[config.mk]
export PLATFORM = sky130hd
export DESIGN_NAME = bgr_tile_renderer
export DESIGN_NICKNAME = d
export VERILOG_FILES = /design/src/rtl/bgr_pkg.sv /design/src/rtl/bgr_scroll_regs.sv /design/src/rtl/bgr_attr_stage.sv /design/src/rtl/bgr_texel_stage.sv /design/src/rtl/bgr_tile_renderer.sv
export SDC_FILE = /design/constraint.sdc
export NUM_CORES = 1
export LEC_CHECK = 0
export ABC_CLOCK_PERIOD_IN_PS = 11500
export BUFFER_PORTS_ARGS = -buffer_cell sky130_fd_sc_hd__buf_2
export CAP_MARGIN = 10
export CORE_ASPECT_RATIO = 1.1
export CORE_MARGIN = 3
export CORE_UTILIZATION = 50
export CTS_CLUSTER_SIZE = 40
export DETAILED_ROUTE_END_ITERATION = 10
export GPL_ROUTABILITY_DRIVEN = 0
export GPL_TIMING_DRIVEN = 0
export PLACE_DENSITY = 0.75
export RECOVER_POWER = 25
export SETUP_SLACK_MARGIN = 0.5
export SLEW_MARGIN = 20
export SYNTH_ARGS = -nofsm -noshare
export SYNTH_HDL_FRONTEND = slang
export SYNTH_SLANG_ARGS = --single-unit
[constraint.sdc]
create_clock -name clk -period 11.5 [get_ports clk]
set_clock_uncertainty 0.05 [all_clocks]
set_input_delay 2.3 -clock clk [delete_from_list [all_inputs] [get_ports clk]]
set_output_delay 2.3 -clock clk [all_outputs]
set_load 0.005 [all_outputs]
[src/rtl/bgr_pkg.sv]
package bgr_pkg;

  // Canvas and view geometry
  localparam int CANVAS_W   = 640;
  localparam int CANVAS_H   = 480;
  localparam int VIEW_W     = 320;
  localparam int VIEW_H     = 240;
  localparam int TILE_LOG   = 4;
  localparam int TILE_SZ    = 1 << TILE_LOG;

  // Attribute and tilemap formats
  localparam int TILE_IDX_W = 10;
  localparam int PAL_W      = 3;
  localparam int CIDX_W     = 3;

  // Derived sizes
  localparam int GRID_W  = CANVAS_W / TILE_SZ;
  localparam int GRID_H  = CANVAS_H / TILE_SZ;
  localparam int CX_W    = $clog2(CANVAS_W);
  localparam int CY_W    = $clog2(CANVAS_H);
  localparam int VX_W    = $clog2(VIEW_W);
  localparam int VY_W    = $clog2(VIEW_H);
  localparam int SCR_W   = CX_W;
  localparam int ATTR_AW = $clog2(GRID_W * GRID_H);
  localparam int ATTR_DW = TILE_IDX_W + PAL_W + 2;
  localparam int TILE_AW = TILE_IDX_W + TILE_LOG;
  localparam int TILE_DW = TILE_SZ * CIDX_W;

  // Sized wrap limits
  localparam logic [CX_W:0]      CX_WRAP    = (CX_W + 1)'(CANVAS_W);
  localparam logic [CY_W:0]      CY_WRAP    = (CY_W + 1)'(CANVAS_H);
  localparam logic [CX_W-1:0]    CX_LIM     = CX_W'(CANVAS_W);
  localparam logic [CY_W-1:0]    CY_LIM     = CY_W'(CANVAS_H);
  localparam logic [ATTR_AW-1:0] ATTR_CELLS = ATTR_AW'(GRID_W * GRID_H);
  localparam logic [ATTR_AW-1:0] ATTR_ROW   = ATTR_AW'(GRID_W);

  typedef logic [CX_W-1:0]     cx_t;
  typedef logic [CY_W-1:0]     cy_t;
  typedef logic [TILE_LOG-1:0] fine_t;

  typedef struct packed {
    logic                  vflip;
    logic                  hflip;
    logic [PAL_W-1:0]      pal;
    logic [TILE_IDX_W-1:0] idx;
  } attr_t;

  // Canvas column: view column plus offset, folded once at the canvas width
  function automatic cx_t canvas_x(cx_t base, cx_t offs);
    logic [CX_W:0] sum;
    sum = {1'b0, base} + {1'b0, offs};
    if (sum >= CX_WRAP) sum = sum - CX_WRAP;
    return sum[CX_W-1:0];
  endfunction

  // Canvas row: view row plus offset, folded once at the canvas height
  function automatic cy_t canvas_y(cy_t base, cy_t offs);
    logic [CY_W:0] sum;
    sum = {1'b0, base} + {1'b0, offs};
    if (sum >= CY_WRAP) sum = sum - CY_WRAP;
    return sum[CY_W-1:0];
  endfunction

  // Written horizontal offset brought into canvas range
  function automatic cx_t fold_scroll_x(logic [SCR_W-1:0] v);
    cx_t r;
    r = v;
    if (r >= CX_LIM) r = r - CX_LIM;
    return r;
  endfunction

  // Written vertical offset: low bits kept, then brought into canvas range
  function automatic cy_t fold_scroll_y(logic [SCR_W-1:0] v);
    cy_t r;
    r = v[CY_W-1:0];
    if (r >= CY_LIM) r = r - CY_LIM;
    return r;
  endfunction

  // Row-major cell number in the attribute grid
  function automatic logic [ATTR_AW-1:0] cell_index(cx_t cx, cy_t cy);
    logic [ATTR_AW-1:0] row;
    logic [ATTR_AW-1:0] col;
    row = ATTR_AW'(cy >> TILE_LOG);
    col = ATTR_AW'(cx >> TILE_LOG);
    return row * ATTR_ROW + col;
  endfunction

  // Tilemap address of the (possibly mirrored) row within the selected tile
  function automatic logic [TILE_AW-1:0] row_address(attr_t a, fine_t fy);
    return {a.idx, (a.vflip ? ~fy : fy)};
  endfunction

  // Column within the tile row, mirrored when asked
  function automatic fine_t texel_column(attr_t a, fine_t fx);
    return a.hflip ? ~fx : fx;
  endfunction

endpackage

[src/rtl/bgr_scroll_regs.sv]
module bgr_scroll_regs
  import bgr_pkg::*;
(
  input  logic             clk,
  input  logic             rst_n,
  input  logic             wr_en,
  input  logic             wr_sel,
  input  logic [SCR_W-1:0] wr_data,
  input  logic             frame_load,
  output cx_t              act_x,
  output cy_t              act_y
);

  cx_t  pend_x;
  cy_t  pend_y;
  logic wr_x_evt;
  logic wr_y_evt;
  logic load_evt;

  assign wr_x_evt = wr_en & ~wr_sel;
  assign wr_y_evt = wr_en &  wr_sel;
  assign load_evt = frame_load;

  always_ff @(posedge clk) begin
    if (!rst_n) begin
      pend_x <= '0;
      pend_y <= '0;
      act_x  <= '0;
      act_y  <= '0;
    end else begin
      if (wr_x_evt) pend_x <= fold_scroll_x(wr_data);
      if (wr_y_evt) pend_y <= fold_scroll_y(wr_data);
      if (load_evt) begin
        act_x <= pend_x;
        act_y <= pend_y;
      end
    end
  end

  AST_ACTIVE_HELD: assert property (@(posedge clk) disable iff (!rst_n)
    !load_evt |=> ($stable(act_x) && $stable(act_y)));

  AST_PENDING_IN_RANGE: assert property (@(posedge clk) disable iff (!rst_n)
    (pend_x < CX_LIM) && (pend_y < CY_LIM));

endmodule

[src/rtl/bgr_attr_stage.sv]
module bgr_attr_stage
  import bgr_pkg::*;
(
  input  logic               clk,
  input  logic               rst_n,
  input  logic               in_valid,
  input  logic [VX_W-1:0]    pix_x,
  input  logic [VY_W-1:0]    pix_y,
  input  cx_t                scroll_x,
  input  cy_t                scroll_y,
  output logic [ATTR_AW-1:0] attr_addr,
  output logic               out_valid,
  output fine_t              fine_x,
  output fine_t              fine_y
);

  cx_t cx_w;
  cy_t cy_w;

  assign cx_w = canvas_x(CX_W'(pix_x), scroll_x);
  assign cy_w = canvas_y(CY_W'(pix_y), scroll_y);

  // Address-set step for the attribute read
  always_ff @(posedge clk) begin
    if (!rst_n) begin
      attr_addr <= '0;
      out_valid <= 1'b0;
      fine_x    <= '0;
      fine_y    <= '0;
    end else begin
      out_valid <= in_valid;
      if (in_valid) begin
        attr_addr <= cell_index(cx_w, cy_w);
        fine_x    <= cx_w[TILE_LOG-1:0];
        fine_y    <= cy_w[TILE_LOG-1:0];
      end
    end
  end

  AST_ATTR_IN_GRID: assert property (@(posedge clk) disable iff (!rst_n)
    out_valid |-> (attr_addr < ATTR_CELLS));

endmodule

[src/rtl/bgr_texel_stage.sv]
module bgr_texel_stage
  import bgr_pkg::*;
(
  input  logic               clk,
  input  logic               rst_n,
  input  logic               in_valid,
  input  fine_t              fine_x,
  input  fine_t              fine_y,
  input  logic [ATTR_DW-1:0] attr_rdata,
  output logic [TILE_AW-1:0] tile_addr,
  input  logic [TILE_DW-1:0] tile_rdata,
  output logic               out_valid,
  output logic [PAL_W-1:0]   out_pal,
  output logic [CIDX_W-1:0]  out_cidx
);

  attr_t attr_w;
  assign attr_w = attr_t'(attr_rdata);

  // Cycle waiting for the attribute word
  logic  wait_v;
  fine_t wait_fx;
  fine_t wait_fy;

  // Cycle with the tile row address registered
  logic             row_v;
  fine_t            row_col;
  logic [PAL_W-1:0] row_pal;

  // Cycle waiting for the tile row word
  logic             word_v;
  fine_t            word_col;
  logic [PAL_W-1:0] word_pal;

  fine_t col_w;
  assign col_w = texel_column(attr_w, wait_fx);

  // Split the tile row into one lane per column
  logic [CIDX_W-1:0] texel_lane [TILE_SZ];
  for (genvar i = 0; i < TILE_SZ; i++) begin : g_lane
    assign texel_lane[i] = tile_rdata[i*CIDX_W +: CIDX_W];
  end

  logic [CIDX_W-1:0] texel_w;
  assign texel_w = texel_lane[word_col];

  always_ff @(posedge clk) begin
    if (!rst_n) begin
      wait_v    <= 1'b0;
      wait_fx   <= '0;
      wait_fy   <= '0;
      row_v     <= 1'b0;
      row_col   <= '0;
      row_pal   <= '0;
      tile_addr <= '0;
      word_v    <= 1'b0;
      word_col  <= '0;
      word_pal  <= '0;
      out_valid <= 1'b0;
      out_pal   <= '0;
      out_cidx  <= '0;
    end else begin
      wait_v  <= in_valid;
      wait_fx <= fine_x;
      wait_fy <= fine_y;

      row_v <= wait_v;
      if (wait_v) begin
        tile_addr <= row_address(attr_w, wait_fy);
        row_col   <= col_w;
        row_pal   <= attr_w.pal;
      end

      word_v   <= row_v;
      word_col <= row_col;
      word_pal <= row_pal;

      out_valid <= word_v;
      if (word_v) begin
        out_pal  <= word_pal;
        out_cidx <= texel_w;
      end
    end
  end

  AST_PAL_FROM_ATTR: assert property (@(posedge clk) disable iff (!rst_n)
    out_valid |-> (out_pal == $past(attr_w.pal, 3)));

endmodule

[src/rtl/bgr_tile_renderer.sv]
module bgr_tile_renderer
  import bgr_pkg::*;
(
  input  logic               clk,
  input  logic               rst_n,
  input  logic               pix_valid,
  input  logic [VX_W-1:0]    pix_x,
  input  logic [VY_W-1:0]    pix_y,
  input  logic               vblank_start,
  input  logic               scroll_we,
  input  logic               scroll_sel,
  input  logic [SCR_W-1:0]   scroll_wdata,
  output logic [ATTR_AW-1:0] attr_addr,
  input  logic [ATTR_DW-1:0] attr_rdata,
  output logic [TILE_AW-1:0] tile_addr,
  input  logic [TILE_DW-1:0] tile_rdata,
  output logic               bg_valid,
  output logic [PAL_W-1:0]   bg_palette,
  output logic [CIDX_W-1:0]  bg_cidx
);

  cx_t   scroll_x_q;
  cy_t   scroll_y_q;
  logic  cell_v;
  fine_t cell_fx;
  fine_t cell_fy;

  bgr_scroll_regs u_scroll (
    .clk        (clk),
    .rst_n      (rst_n),
    .wr_en      (scroll_we),
    .wr_sel     (scroll_sel),
    .wr_data    (scroll_wdata),
    .frame_load (vblank_start),
    .act_x      (scroll_x_q),
    .act_y      (scroll_y_q)
  );

  bgr_attr_stage u_attr (
    .clk       (clk),
    .rst_n     (rst_n),
    .in_valid  (pix_valid),
    .pix_x     (pix_x),
    .pix_y     (pix_y),
    .scroll_x  (scroll_x_q),
    .scroll_y  (scroll_y_q),
    .attr_addr (attr_addr),
    .out_valid (cell_v),
    .fine_x    (cell_fx),
    .fine_y    (cell_fy)
  );

  bgr_texel_stage u_texel (
    .clk        (clk),
    .rst_n      (rst_n),
    .in_valid   (cell_v),
    .fine_x     (cell_fx),
    .fine_y     (cell_fy),
    .attr_rdata (attr_rdata),
    .tile_addr  (tile_addr),
    .tile_rdata (tile_rdata),
    .out_valid  (bg_valid),
    .out_pal    (bg_palette),
    .out_cidx   (bg_cidx)
  );

  AST_RESULT_DUE: assert property (@(posedge clk) disable iff (!rst_n)
    pix_valid |-> ##5 bg_valid);

  AST_NO_SPURIOUS_RESULT: assert property (@(posedge clk) disable iff (!rst_n)
    bg_valid |-> $past(pix_valid, 5));

endmodule

==> impl_metrics.prom, run 1 <==
# TYPE chip_impl_metric gauge
chip_impl_info{name="cts_tree",value="built"} 1
chip_impl_metric{name="clock_insertion_delay_at_the_later_pin_of_the_skew_report",unit="ps"} 340
chip_impl_metric{name="ir_drop",unit="mV"} 0.06805
chip_impl_metric{name="global_route.overflow_total",unit=""} 0
chip_impl_metric{name="final-setup-viol-count",unit=""} 0
chip_impl_metric{name="rrSetupSlack",unit="ps"} 6780
chip_impl_metric{name="finalNetCount",unit=""} 811
chip_impl_metric{name="multiInputGateArea",unit="um^2"} 3302
chip_impl_metric{name="critical_path.max_stage_delay",unit="ps"} 550
chip_impl_metric{name="globalRouteTotalUtil",unit=""} 0.2037
chip_impl_metric{name="met1_usage",unit=""} 0.2288
chip_impl_metric{name="clock.fmax",unit="GHz"} 0.1543
chip_impl_metric{name="synth-edff-count",unit=""} 0
chip_impl_metric{name="worst_slew_pin_slew",unit="ps"} 760.4
chip_impl_metric{name="ctsResizeCount",unit=""} 0
chip_impl_metric{name="num_antenna_cells",unit=""} 0
chip_impl_metric{name="min_path_cells",unit=""} 1
chip_impl_metric{name="globalRouteMet3Util",unit=""} 0.03372
chip_impl_metric{name="timing.final.hold_violations",unit=""} 0
chip_impl_metric{name="total_area_of_sequential_cells",unit="um^2"} 2082
chip_impl_metric{name="cellPowerDensity",unit="nW/um^2"} 126.2
chip_impl_metric{name="hold_slack",unit="ps"} 388.5
chip_impl_metric{name="finalSetupTns",unit="ps"} 0
chip_impl_info{name="holdCritPathClass",value="reg2reg"} 1
chip_impl_metric{name="area_delta_synth_final",unit="%"} 19.79
chip_impl_metric{name="cts-buffers-inserted",unit=""} 9
chip_impl_metric{name="count_of_state_elements_after_synthesis",unit=""} 104
chip_impl_metric{name="cellLeakagePower",unit="nW"} 3.003
chip_impl_metric{name="post_synth_cell_types",unit=""} 58
chip_impl_info{name="clk_root_buffer_cell",value="sky130_fd_sc_hd__clkbuf_16"} 1
chip_impl_info{name="grt_most_used_layer",value="met2"} 1
chip_impl_metric{name="fillCellCount",unit=""} 909
chip_impl_metric{name="wire_length_of_the_first_global_routing_pass",unit="mm"} 20.43
chip_impl_info{name="result_of_the_run",value="finished, final reports clean"} 1
chip_impl_metric{name="max_cap_violations",unit=""} 0
chip_impl_metric{name="post-route-period-util",unit=""} 0.5635
chip_impl_metric{name="finalWorstPathRequiredPeriod",unit="ps"} 6480
chip_impl_metric{name="h-tree-depth",unit=""} 3
chip_impl_metric{name="first_global_vias",unit=""} 4478
chip_impl_info{name="synthFlopType",value="sky130_fd_sc_hd__dfxtp_1"} 1
chip_impl_metric{name="final_max_tran_viols",unit=""} 0
chip_impl_metric{name="critical_path_peak_fanout",unit=""} 5
chip_impl_metric{name="syn_inst",unit=""} 545
chip_impl_metric{name="core_region_area",unit="um^2"} 10590
chip_impl_metric{name="headroom_to_the_max_slew_limit",unit=""} 0.4931
chip_impl_metric{name="drt_first_iter_violations",unit=""} 206
chip_impl_metric{name="power.total",unit="W"} 0.0008373
chip_impl_metric{name="drive_above_1_share",unit=""} 0.2453
chip_impl_metric{name="critical_path_cell_count",unit=""} 22
chip_impl_metric{name="placement.setup.worst_slack",unit="ps"} 4718
chip_impl_metric{name="wl_per_cell",unit="um"} 14.94
chip_impl_metric{name="ant_nets",unit=""} 0
chip_impl_metric{name="die_w",unit="um"} 106.3
chip_impl_metric{name="asr_flop_ratio_synth",unit=""} 0
chip_impl_metric{name="start_util",unit=""} 0.5230
chip_impl_metric{name="reg2reg_depth",unit=""} 21
chip_impl_metric{name="grt_antenna_before_repair",unit=""} 0
chip_impl_info{name="worst-setup-path-type",value="in2reg"} 1
chip_impl_metric{name="post_synth_instance_area",unit="um^2"} 5538
chip_impl_metric{name="drc_errors",unit=""} 0
chip_impl_metric{name="critical_path.n_buffers_inverters",unit=""} 3
chip_impl_metric{name="cts.hold.buffers_added",unit=""} 0
chip_impl_metric{name="grt_max_degree",unit=""} 19
chip_impl_metric{name="pin_count",unit=""} 128
chip_impl_metric{name="layout_setup_ws",unit="ps"} 5020
chip_impl_info{name="critical-path-slowest-cell",value="sky130_fd_sc_hd__fa_1"} 1
chip_impl_metric{name="met2_use_gr",unit=""} 0.3823
chip_impl_metric{name="cts-root-to-sink-buffers",unit=""} 2
chip_impl_metric{name="buffers_inserted_during_post_cts_setup_optimization",unit=""} 0
chip_impl_info{name="crit_path_cell_trace",value="buf_2 > ha_1 > inv_1 > fa_1 > nor2b_4 > o31a_4 > a21oi_1 > nor2_1 > ha_1 > and2_1 > and2_1 > or2_2 > ha_1 > ha_1 > fa_1 > nand2_1 > nor2_1 > nand2_1 > inv_1 > nand3_1 > or3b_1 > nand3_1"} 1
chip_impl_info{name="grt_setup_unrepaired",value="no"} 1
chip_impl_metric{name="synth_seq_area_share",unit=""} 0.3760
chip_impl_metric{name="syn_area_per_cell",unit="um^2"} 10.16
chip_impl_metric{name="first_pass_iters",unit=""} 5
chip_impl_metric{name="clock_sinks",unit=""} 104
chip_impl_metric{name="total_nets_after_synthesis",unit=""} 676
chip_impl_metric{name="crit_arrival",unit="ps"} 6710
chip_impl_metric{name="port-buffer-count",unit=""} 124
chip_impl_metric{name="die_h",unit="um"} 116.4
chip_impl_info{name="cp_common_cell",value="sky130_fd_sc_hd__ha_1"} 1
chip_impl_metric{name="detailroute.via_count",unit=""} 4378
chip_impl_info{name="crit_family",value="adder cells"} 1
chip_impl_metric{name="clk_pin_slew_worst_paths",unit="ps"} 70
chip_impl_metric{name="required",unit="ps"} 11730
chip_impl_metric{name="place.detailed.hpwl",unit="mm"} 9.938
chip_impl_metric{name="vias_per_cell",unit=""} 5.287
chip_impl_info{name="timing.critical_path.from_type",value="input pin"} 1
chip_impl_metric{name="detail_route.wirelength",unit="mm"} 12.37
chip_impl_info{name="cp-end-kind",value="flop"} 1
chip_impl_metric{name="postLayoutCellArea",unit="um^2"} 6634
chip_impl_metric{name="placement.cell_area",unit="um^2"} 6337
chip_impl_metric{name="dieArea",unit="um^2"} 12380
chip_impl_metric{name="num_rows",unit=""} 39
chip_impl_metric{name="yosys_warnings",unit=""} 0
cell families after synthesis:
| family | synth area share |
|---|---|
| AND/OR/NAND/NOR | 0.1672 |
| flip-flops | 0.3760 |
| AO/OA/AOI/OAI | 0.1399 |
| multiplexers | 0.1575 |
| buffers and inverters | 0.02779 |
| adder cells (fa/ha/maj) | 0.08450 |
| XOR/XNOR | 0.04722 |
cell type report:
type | instances | area share
clock inverter | 5 | 0.007167
timing repair buffer | 124 | 0.09298
tap | 143 | 0.02697
buffer | 26 | 0.01471
multi-input combinational | 400 | 0.4977
inverter | 15 | 0.008487
sequential | 104 | 0.3138
clock buffer | 11 | 0.03810
per-stage QoR:
step,instances,utilization
2_1_floorplan,545,-
3_3_place_gp,812,0.5985
3_5_place_dp,812,0.5985
4_1_cts,828,0.6268
5_1_grt,828,0.6265
6_report,828,0.6265
layout by cell type (no fill, tap or decap), types with 13 or more instances in the layout:
master,synthesis,routed
sky130_fd_sc_hd__mux4_2,15,15
sky130_fd_sc_hd__nor2_1,15,15
sky130_fd_sc_hd__buf_2,0,121
sky130_fd_sc_hd__a21boi_0,14,14
sky130_fd_sc_hd__dfxtp_1,104,104
sky130_fd_sc_hd__clkbuf_1,20,24
sky130_fd_sc_hd__mux2i_1,50,50
sky130_fd_sc_hd__inv_1,15,15
sky130_fd_sc_hd__xnor2_1,19,19
sky130_fd_sc_hd__nor2b_1,55,55
sky130_fd_sc_hd__o211a_1,17,17
sky130_fd_sc_hd__and2_1,24,22
sky130_fd_sc_hd__a21oi_1,13,13
sky130_fd_sc_hd__nand2_1,51,51
sky130_fd_sc_hd__ha_1,31,31
metal layers:
layer / up-vias / part of all wire
met3: 25 / 0.059
met2: 147 / 0.49
met5: - / 0
met4: 0 / 0.024
li1: 2192 / -
met1: 2014 / 0.42
power breakdown:
part / switching (W) / total [W] / internal (W)
logic: 0.0000754 / 0.000150 / 0.0000751
clock network: 0.000137 / 0.000300 / 0.000162
registers: 0.00000941 / 0.000387 / 0.000378
total: 0.000222 / 0.000837 / 0.000615
registers in the layout, summed over array words and instances, names as in the netlist, 3 cells and up:
signal,count
u_texel.word_col,4
u_texel.out_cidx,3
u_scroll.act_x,10
u_texel.out_pal,3
u_attr.attr_addr,11
u_texel.wait_fx,4
u_texel.tile_addr,14
u_attr.fine_x,4
u_scroll.act_y,9
u_texel.row_col,4
u_texel.row_pal,3
u_texel.wait_fy,4
u_attr.fine_y,4
u_texel.word_pal,3
u_scroll.pend_y,9
u_scroll.pend_x,10
Yosys cell counts (all sizes together) (3+ instances only):
cell type,count,area share
o21a,7,0.0095
nor2,15,0.010
dfxtp,104,0.38
inv,15,0.010
or2,3,0.0034
nand2,51,0.035
o31a,4,0.0079
a21oi,14,0.013
nand3,8,0.0072
clkbuf,20,0.014
o21ai,8,0.0072
and2,24,0.027
mux2i,50,0.090
fa,4,0.014
mux4,15,0.061
buf,6,0.0041
ha,31,0.070
nor3,5,0.0045
o211ai,4,0.0054
nor2b,56,0.065
xnor2,20,0.033
mux2,3,0.0061
a21o,6,0.0081
o211a,17,0.031
a211oi,3,0.0041
a21boi,15,0.020
xor2,9,0.014
worst reg2reg max path, cell delays in order (launching register included):
cell	delay, ps
sky130_fd_sc_hd__dfxtp_1	320
sky130_fd_sc_hd__ha_1	190
sky130_fd_sc_hd__inv_1	80
sky130_fd_sc_hd__fa_1	230
sky130_fd_sc_hd__nor2b_4	60
sky130_fd_sc_hd__o31a_4	300
sky130_fd_sc_hd__a21oi_1	290
sky130_fd_sc_hd__nor2_1	140
sky130_fd_sc_hd__ha_1	250
sky130_fd_sc_hd__and2_1	190
sky130_fd_sc_hd__and2_1	210
sky130_fd_sc_hd__or2_2	310
sky130_fd_sc_hd__ha_1	300
sky130_fd_sc_hd__ha_1	240
sky130_fd_sc_hd__fa_1	550
sky130_fd_sc_hd__nand2_1	60
sky130_fd_sc_hd__nor2_1	120
sky130_fd_sc_hd__nand2_1	90
sky130_fd_sc_hd__inv_1	90
sky130_fd_sc_hd__nand3_1	100
sky130_fd_sc_hd__or3b_1	390
sky130_fd_sc_hd__nand3_1	90
worst paths after layout:
| kind | from | to |
|---|---|---|
| worst max-delay path | pix_y[0] | u_attr.attr_addr[10] |
| worst min-delay path | u_texel.row_v | u_texel.word_v |
| worst max register to register | u_scroll.act_y[0] | u_attr.attr_addr[10] |
| worst min register to register | u_texel.row_v | u_texel.word_v |
(Power assumes the default switching activity.)
==> run 2, diff against run 1 <==
- ABC_CLOCK_PERIOD_IN_PS: 11500 -> 5900
- CORE_UTILIZATION: 50 -> 49
- PLACE_DENSITY: 0.75 -> 0.77
- clock period: 11.5 -> 5.9 ns (I/O delays scaled with it)
==> run 2 against run 1 <==
Net effect:
- clock power is 110% higher
- critical endpoint unchanged
- core utilization down 1.7 points
- clock-buffer cell count is 2 lower
- sequential power up 95%
- critical path type unchanged
==> impl_metrics.prom, run 2 (synthesized netlist as in run 1, its figures left out) <==
# TYPE chip_impl_metric gauge
chip_impl_info{name="grt_setup_unrepaired",value="no"} 1
chip_impl_metric{name="clock_insertion_delay_at_the_later_pin_of_the_skew_report",unit="ps"} 350
chip_impl_metric{name="wl_per_cell",unit="um"} 14.87
chip_impl_info{name="timing.critical_path.from_type",value="input pin"} 1
chip_impl_metric{name="comb_power_share",unit=""} 0.177
chip_impl_metric{name="cts-buffers-inserted",unit=""} 9
chip_impl_metric{name="first_global_vias",unit=""} 4333
chip_impl_metric{name="layout_setup_ws",unit="ps"} 694.7
chip_impl_info{name="worst_hold_startpoint",value="u_texel.row_v"} 1
chip_impl_info{name="result_of_the_run",value="finished, final reports clean"} 1
chip_impl_metric{name="multiInputGateArea",unit="um^2"} 3331
chip_impl_metric{name="critical_path.n_buffers_inverters",unit=""} 3
chip_impl_metric{name="place.detailed.hpwl",unit="mm"} 9.771
chip_impl_info{name="top_layer",value="met4"} 1
chip_impl_metric{name="final-instance-count-excl-fill",unit=""} 833
chip_impl_metric{name="vias_per_cell",unit=""} 5.267
chip_impl_metric{name="num_antenna_cells",unit=""} 0
chip_impl_metric{name="grt_antenna_before_repair",unit=""} 0
chip_impl_info{name="worst-setup-path-type",value="in2reg"} 1
chip_impl_metric{name="wire_length_of_the_first_global_routing_pass",unit="mm"} 20.00
chip_impl_metric{name="core_region_area",unit="um^2"} 10960
chip_impl_metric{name="grt_max_degree",unit=""} 20
chip_impl_metric{name="die_w",unit="um"} 107.4
chip_impl_metric{name="cellLeakagePower",unit="nW"} 2.996
chip_impl_metric{name="final_max_tran_viols",unit=""} 0
chip_impl_metric{name="critical_path.max_stage_delay",unit="ps"} 550
chip_impl_metric{name="headroom_to_the_max_slew_limit",unit=""} 0.4958
chip_impl_info{name="cp_common_cell",value="sky130_fd_sc_hd__ha_1"} 1
chip_impl_metric{name="dp.cells",unit=""} 816
chip_impl_metric{name="clk_pwr_share",unit=""} 0.372
chip_impl_info{name="clk_root_buffer_cell",value="sky130_fd_sc_hd__clkbuf_16"} 1
chip_impl_info{name="largest_reg_by_ff_count",value="u_texel.tile_addr"} 1
chip_impl_metric{name="globalRouteTotalUtil",unit=""} 0.1941
chip_impl_info{name="mostFrequentLayoutCell",value="sky130_fd_sc_hd__buf_2"} 1
chip_impl_metric{name="detail_route.wirelength",unit="mm"} 12.38
chip_impl_metric{name="max_cap_violations",unit=""} 0
chip_impl_metric{name="design_internal_power",unit="W"} 0.001223
chip_impl_metric{name="area_delta_synth_final",unit="%"} 20.70
chip_impl_metric{name="required",unit="ps"} 6140
chip_impl_metric{name="first_pass_iters",unit=""} 4
chip_impl_metric{name="critical_path_peak_fanout",unit=""} 4
chip_impl_metric{name="finalNetCount",unit=""} 812
chip_impl_info{name="crit_path_cell_trace",value="buf_2 > ha_1 > inv_1 > fa_2 > nor2b_4 > o31a_4 > o31a_1 > nor2_2 > ha_1 > and2_4 > a311oi_2 > or2_2 > ha_1 > ha_1 > fa_1 > nand2_1 > nor2_1 > nand2_1 > inv_1 > nand3_1 > or3b_1 > nand3_1"} 1
chip_impl_info{name="startpoint_of_the_most_critical_register_to_register_path",value="u_scroll.act_x[0]"} 1
chip_impl_info{name="critical-path-slowest-cell",value="sky130_fd_sc_hd__fa_1"} 1
chip_impl_metric{name="clk_pin_slew_worst_paths",unit="ps"} 70
chip_impl_info{name="crit_family",value="adder cells"} 1
chip_impl_info{name="mostFrequentLayoutCells",value="116 x sky130_fd_sc_hd__buf_2, 104 x sky130_fd_sc_hd__dfxtp_1, 55 x sky130_fd_sc_hd__nor2b_1"} 1
chip_impl_metric{name="route.layer.met1.wl",unit="mm"} 5.157
chip_impl_metric{name="drt_first_iter_violations",unit=""} 251
chip_impl_metric{name="power.total",unit="W"} 0.001670
chip_impl_metric{name="wl_met2",unit="mm"} 6.149
chip_impl_metric{name="clock.fmax",unit="GHz"} 0.1921
chip_impl_metric{name="crit_arrival",unit="ps"} 5440
chip_impl_metric{name="pin_count",unit=""} 128
chip_impl_metric{name="drc_errors",unit=""} 0
chip_impl_metric{name="die_h",unit="um"} 117.5
chip_impl_metric{name="ant_nets",unit=""} 0
chip_impl_metric{name="dieArea",unit="um^2"} 12610
chip_impl_info{name="cts_tree",value="built"} 1
chip_impl_metric{name="ir_drop",unit="mV"} 0.1403
chip_impl_metric{name="total_area_of_sequential_cells",unit="um^2"} 2082
chip_impl_metric{name="clock_sinks",unit=""} 104
chip_impl_info{name="cp-startpoint",value="pix_y[0]"} 1
chip_impl_metric{name="detailroute.via_count",unit=""} 4387
chip_impl_metric{name="cellPowerDensity",unit="nW/um^2"} 249.8
chip_impl_metric{name="final-setup-viol-count",unit=""} 0
chip_impl_metric{name="postLayoutCellArea",unit="um^2"} 6684
chip_impl_metric{name="post-route-period-util",unit=""} 0.8823
chip_impl_metric{name="cts-root-to-sink-buffers",unit=""} 2
chip_impl_metric{name="worst_slew_pin_slew",unit="ps"} 756.3
chip_impl_metric{name="num_rows",unit=""} 40
chip_impl_metric{name="power.share.sequential",unit=""} 0.452
chip_impl_metric{name="largest_register_ff_count",unit=""} 14
chip_impl_metric{name="finalWorstPathRequiredPeriod",unit="ps"} 5205
chip_impl_metric{name="timing.final.hold_violations",unit=""} 0
chip_impl_metric{name="h-tree-depth",unit=""} 3
chip_impl_metric{name="drive_above_1_share",unit=""} 0.2493
chip_impl_metric{name="netSwitchingFraction",unit=""} 0.2677
chip_impl_info{name="holdCritPathClass",value="reg2reg"} 1
chip_impl_info{name="cp-end-kind",value="flop"} 1
chip_impl_metric{name="power.switching",unit="W"} 0.0004469
chip_impl_metric{name="placement.cell_area",unit="um^2"} 6342
chip_impl_metric{name="fillCellCount",unit=""} 915
chip_impl_metric{name="global_route.overflow_total",unit=""} 0
chip_impl_metric{name="port-buffer-count",unit=""} 124
chip_impl_info{name="largestRegisters",value="u_texel.tile_addr x14, u_attr.attr_addr x11"} 1
chip_impl_metric{name="finalSetupTns",unit="ps"} 0
chip_impl_metric{name="start_util",unit=""} 0.5053
chip_impl_metric{name="placement.setup.worst_slack",unit="ps"} 252.0
chip_impl_metric{name="met3_wire_length",unit="um"} 798
## run 2: changes by cell type in the layout (fill, tap and decap cells not counted), moves of 2 or more
cell | before | now
sky130_fd_sc_hd__clkbuf_1 | 24 | 29
sky130_fd_sc_hd__clkbuf_8 | 2 | 0
sky130_fd_sc_hd__inv_8 | 0 | 2
sky130_fd_sc_hd__buf_2 | 121 | 116
## run 2: power by group through the flow
stage               sequential, W  clock (W)  combinational (W)
finish                   0.000754   0.000621           0.000295
floorplan                0.000768          0           0.000198
detailed placement       0.000770          0           0.000292
CTS                      0.000754   0.000635           0.000294
global placement         0.000769          0           0.000281
global route             0.000759   0.000662           0.000327
## run 2: final cells by class
| type | count | area share |
|---|---|---|
| sequential | 104 | 0.3115 |
| multi-input combinational | 400 | 0.4983 |
| tap | 147 | 0.02752 |
| timing repair buffer | 125 | 0.09247 |
| clock buffer | 9 | 0.03370 |
| buffer | 26 | 0.01460 |
| clock inverter | 7 | 0.01348 |
| inverter | 15 | 0.008424 |
## run 2: repair_timing
action	CTS	global route
setup buffers	0	1
gates resized for setup	0	7
hold buffers	0	0
setup endpoints to repair	0	2
## run 2: path summary, 6_finish.rpt
kind | end | slack [ps] | cells after the start
worst max-delay path | u_attr.attr_addr[10] | 690 | 22
worst min-delay path | u_texel.word_v | 380 | 1
worst max register to register | u_attr.attr_addr[9] | 1300 | 18
worst min register to register | u_texel.word_v | 380 | 1
## run 2: layer usage
layer  up-vias  global-route usage
met2       133              0.3412
met3        19             0.04059
met4         0             0.07261
li1       2191                   -
met5         -                   0
met1      2044              0.2305
## run 2: per-stage QoR
| step | hold WS (ps) | util |
|---|---|---|
| 2_1_floorplan | 361.9 | - |
| 3_5_place_dp | 370.9 | 0.5787 |
| 4_1_cts | 387.9 | 0.6074 |
| 3_3_place_gp | 363.3 | 0.5787 |
| 6_report | 384.4 | 0.6098 |
| 5_1_grt | 399.1 | 0.6098 |
## run 2: worst reg2reg max path, cell delays in order (launching register included)
cell and delay (ps):
sky130_fd_sc_hd__dfxtp_1 360, sky130_fd_sc_hd__ha_1 180, sky130_fd_sc_hd__inv_1 60, sky130_fd_sc_hd__fa_1 400, sky130_fd_sc_hd__nor2b_1 140, sky130_fd_sc_hd__o21ai_1 80, sky130_fd_sc_hd__a21boi_1 240, sky130_fd_sc_hd__nor2_1 110
sky130_fd_sc_hd__or4b_1 470, sky130_fd_sc_hd__or4_1 430, sky130_fd_sc_hd__o31a_1 300, sky130_fd_sc_hd__o21a_1 210, sky130_fd_sc_hd__o21a_1 210, sky130_fd_sc_hd__fa_1 440, sky130_fd_sc_hd__nor2b_1 170, sky130_fd_sc_hd__o2111ai_1 130
sky130_fd_sc_hd__xor2_1 180, sky130_fd_sc_hd__xnor2_1 150, sky130_fd_sc_hd__a22o_1 190
==> run 3, diff against run 2 <==
- CORE_ASPECT_RATIO: 1.1 -> unset
==> run 3 against run 2 <==
Net effect:
- sequential power is essentially flat
- critical path depth stayed put
- maximum frequency shrank 0.61%
- via count barely moved
- sequential share of layout area decreased by 0.064 points
- non-clock buffer count rose by 2
- core utilization grew 0.27 points
- critical path type unchanged
- highest routed layer unchanged
==> impl_metrics.prom, run 3 (synthesized netlist as in run 1, its figures left out) <==
# TYPE chip_impl_metric gauge
chip_impl_metric{name="dieArea",unit="um^2"} 12610
chip_impl_metric{name="placement.cell_area",unit="um^2"} 6334
chip_impl_metric{name="critical_path_peak_fanout",unit=""} 4
chip_impl_metric{name="comb_power_share",unit=""} 0.179
chip_impl_info{name="cts_tree",value="built"} 1
chip_impl_metric{name="first_global_vias",unit=""} 4436
chip_impl_metric{name="clock_sinks",unit=""} 104
chip_impl_info{name="cp-end-kind",value="flop"} 1
chip_impl_info{name="cp-startpoint",value="pix_y[0]"} 1
chip_impl_metric{name="pin_count",unit=""} 128
chip_impl_metric{name="vias_per_cell",unit=""} 5.302
chip_impl_metric{name="crit_arrival",unit="ps"} 5470
chip_impl_info{name="mostFrequentLayoutCells",value="120 x sky130_fd_sc_hd__buf_2, 104 x sky130_fd_sc_hd__dfxtp_1, 55 x sky130_fd_sc_hd__nor2b_1"} 1
chip_impl_metric{name="first_pass_iters",unit=""} 4
chip_impl_metric{name="fillCellCount",unit=""} 943
chip_impl_info{name="worst-setup-path-type",value="in2reg"} 1
chip_impl_metric{name="design_internal_power",unit="W"} 0.001249
chip_impl_metric{name="cellPowerDensity",unit="nW/um^2"} 251.8
chip_impl_metric{name="required",unit="ps"} 6130
chip_impl_metric{name="finalSetupTns",unit="ps"} 0
chip_impl_metric{name="cts-buffers-inserted",unit=""} 9
chip_impl_metric{name="die_h",unit="um"} 112.3
chip_impl_metric{name="largest_register_ff_count",unit=""} 14
chip_impl_metric{name="global_route.overflow_total",unit=""} 0
chip_impl_metric{name="grt_max_degree",unit=""} 19
chip_impl_metric{name="h-tree-depth",unit=""} 3
chip_impl_metric{name="finalNetCount",unit=""} 814
chip_impl_metric{name="headroom_to_the_max_slew_limit",unit=""} 0.4843
chip_impl_metric{name="worst_slew_pin_slew",unit="ps"} 773.6
chip_impl_metric{name="cts-root-to-sink-buffers",unit=""} 2
chip_impl_metric{name="timing.final.hold_violations",unit=""} 0
chip_impl_metric{name="die_w",unit="um"} 112.3
chip_impl_metric{name="drt_first_iter_violations",unit=""} 140
chip_impl_metric{name="globalRouteTotalUtil",unit=""} 0.2003
chip_impl_metric{name="power.total",unit="W"} 0.001687
chip_impl_metric{name="wl_per_cell",unit="um"} 14.85
chip_impl_metric{name="netSwitchingFraction",unit=""} 0.2598
chip_impl_metric{name="total_area_of_sequential_cells",unit="um^2"} 2082
chip_impl_metric{name="ant_nets",unit=""} 0
chip_impl_metric{name="grt_antenna_before_repair",unit=""} 0
chip_impl_metric{name="port-buffer-count",unit=""} 124
chip_impl_metric{name="detailroute.via_count",unit=""} 4390
chip_impl_metric{name="power.share.sequential",unit=""} 0.448
chip_impl_info{name="holdCritPathClass",value="reg2reg"} 1
chip_impl_metric{name="post-route-period-util",unit=""} 0.8877
chip_impl_info{name="largestRegisters",value="u_texel.tile_addr x14, u_attr.attr_addr x11"} 1
chip_impl_metric{name="clk_pin_slew_worst_paths",unit="ps"} 70
chip_impl_metric{name="cts.hold.buffers_added",unit=""} 0
chip_impl_metric{name="power.switching",unit="W"} 0.0004382
chip_impl_metric{name="start_util",unit=""} 0.5064
chip_impl_metric{name="wire_length_of_the_first_global_routing_pass",unit="mm"} 20.64
chip_impl_metric{name="core_region_area",unit="um^2"} 10940
chip_impl_info{name="startpoint_of_the_most_critical_register_to_register_path",value="u_scroll.act_y[0]"} 1
chip_impl_info{name="result_of_the_run",value="finished, final reports clean"} 1
chip_impl_metric{name="area_delta_synth_final",unit="%"} 20.94
chip_impl_metric{name="detail_route.wirelength",unit="mm"} 12.30
chip_impl_info{name="worst_hold_startpoint",value="u_texel.row_v"} 1
chip_impl_metric{name="final_max_tran_viols",unit=""} 0
chip_impl_metric{name="clock.fmax",unit="GHz"} 0.1909
chip_impl_metric{name="num_antenna_cells",unit=""} 0
chip_impl_info{name="grt_setup_unrepaired",value="no"} 1
chip_impl_metric{name="drc_errors",unit=""} 0
chip_impl_metric{name="final-setup-viol-count",unit=""} 0
chip_impl_metric{name="finalWorstPathRequiredPeriod",unit="ps"} 5237
chip_impl_info{name="clk_root_buffer_cell",value="sky130_fd_sc_hd__clkbuf_16"} 1
chip_impl_metric{name="drive_above_1_share",unit=""} 0.2587
chip_impl_metric{name="ir_drop",unit="mV"} 0.1913
chip_impl_metric{name="cellLeakagePower",unit="nW"} 3.021
chip_impl_metric{name="clk_pwr_share",unit=""} 0.373
chip_impl_metric{name="clock_insertion_delay_at_the_later_pin_of_the_skew_report",unit="ps"} 340
chip_impl_info{name="timing.critical_path.from_type",value="input pin"} 1
chip_impl_metric{name="postLayoutCellArea",unit="um^2"} 6698
chip_impl_info{name="largest_reg_by_ff_count",value="u_texel.tile_addr"} 1
chip_impl_info{name="mostFrequentLayoutCell",value="sky130_fd_sc_hd__buf_2"} 1
chip_impl_metric{name="place.detailed.hpwl",unit="mm"} 9.969
chip_impl_metric{name="num_rows",unit=""} 38
chip_impl_metric{name="multiInputGateArea",unit="um^2"} 3328
chip_impl_metric{name="max_cap_violations",unit=""} 0
==> run 3: cell types whose count changed in the layout (fill, tap and decap cells not counted), sizes merged <==
cell and change:
buf +6, clkbuf -2, clkinv -1, clkinvlp -1
==> run 3: critical path: stages <==
cell and delay (ps):
sky130_fd_sc_hd__buf_2 120, sky130_fd_sc_hd__ha_1 210, sky130_fd_sc_hd__inv_1 70, sky130_fd_sc_hd__fa_2 220, sky130_fd_sc_hd__nor2b_4 50, sky130_fd_sc_hd__o31a_4 310
sky130_fd_sc_hd__o31a_1 310, sky130_fd_sc_hd__nor2_2 160, sky130_fd_sc_hd__ha_2 220, sky130_fd_sc_hd__and2_4 160, sky130_fd_sc_hd__a311oi_2 60, sky130_fd_sc_hd__or2_2 310
sky130_fd_sc_hd__ha_1 300, sky130_fd_sc_hd__ha_2 210, sky130_fd_sc_hd__fa_1 590, sky130_fd_sc_hd__nand2_1 90, sky130_fd_sc_hd__nor2_2 130, sky130_fd_sc_hd__nand2_1 90
sky130_fd_sc_hd__inv_1 80, sky130_fd_sc_hd__nand3_1 110, sky130_fd_sc_hd__or3b_1 390, sky130_fd_sc_hd__nand3_1 80
==> run 3: final timing paths <==
| kind | cells past startpoint | slack [ps] | end |
|---|---|---|---|
| max | 22 | 660 | u_attr.attr_addr[10] |
| min | 1 | 380 | u_texel.word_v |
| max reg2reg | 21 | 1320 | u_attr.attr_addr[10] |
| min reg2reg | 1 | 380 | u_texel.word_v |
==> run 3: metal layers <==
| layer | global-route usage | wire length, um | part of all wire | up-vias |
|---|---|---|---|---|
| met5 | 0 | 0 | 0 | - |
| met2 | 0.3584 | 6090 | 0.50 | 130 |
| met1 | 0.2361 | 5244 | 0.43 | 2041 |
| met4 | 0.07612 | 278 | 0.023 | 0 |
| li1 | - | - | - | 2197 |
| met3 | 0.04043 | 685 | 0.056 | 22 |
==> run 3: timing repair <==
action,in CTS,in global routing
endpoints found under the hold margin,0,0
endpoints found under the setup margin,0,2
setup buffers,0,3
resized for setup,0,8
==> run 3: area by class of cell <==
type                    count  area share
multi-input cells         400      0.4969
flip-flops and latches    104      0.3109
repair buffers            127     0.09527
clock buffers              11     0.03774
well taps                 140     0.02615
plain buffers              26     0.01457
clock inverters             5     0.01009
inverters                  15    0.008407
==> run 3: power groups by stage <==
| stage | sequential (W) | clock [W] | combinational [W] |
|---|---|---|---|
| 2_1_floorplan | 0.000768 | 0 | 0.000198 |
| 3_3_place_gp | 0.000770 | 0 | 0.000281 |
| 3_5_place_dp | 0.000771 | 0 | 0.000290 |
| 4_1_cts | 0.000755 | 0.000643 | 0.000293 |
| 5_1_grt | 0.000759 | 0.000673 | 0.000337 |
| 6_report | 0.000755 | 0.000630 | 0.000302 |
==> run 3: through the flow <==
step | cells | hold WS, ps | util | setup WS [ps]
floorplan | 545 | 361.9 | - | 666.8
global placement | 809 | 365.1 | 0.5792 | 348.4
detailed placement | 809 | 376.7 | 0.5792 | 241.0
CTS | 825 | 390.4 | 0.6085 | 595.4
global route | 828 | 405.6 | 0.6125 | 474.8
finish | 828 | 384.8 | 0.6125 | 662.8
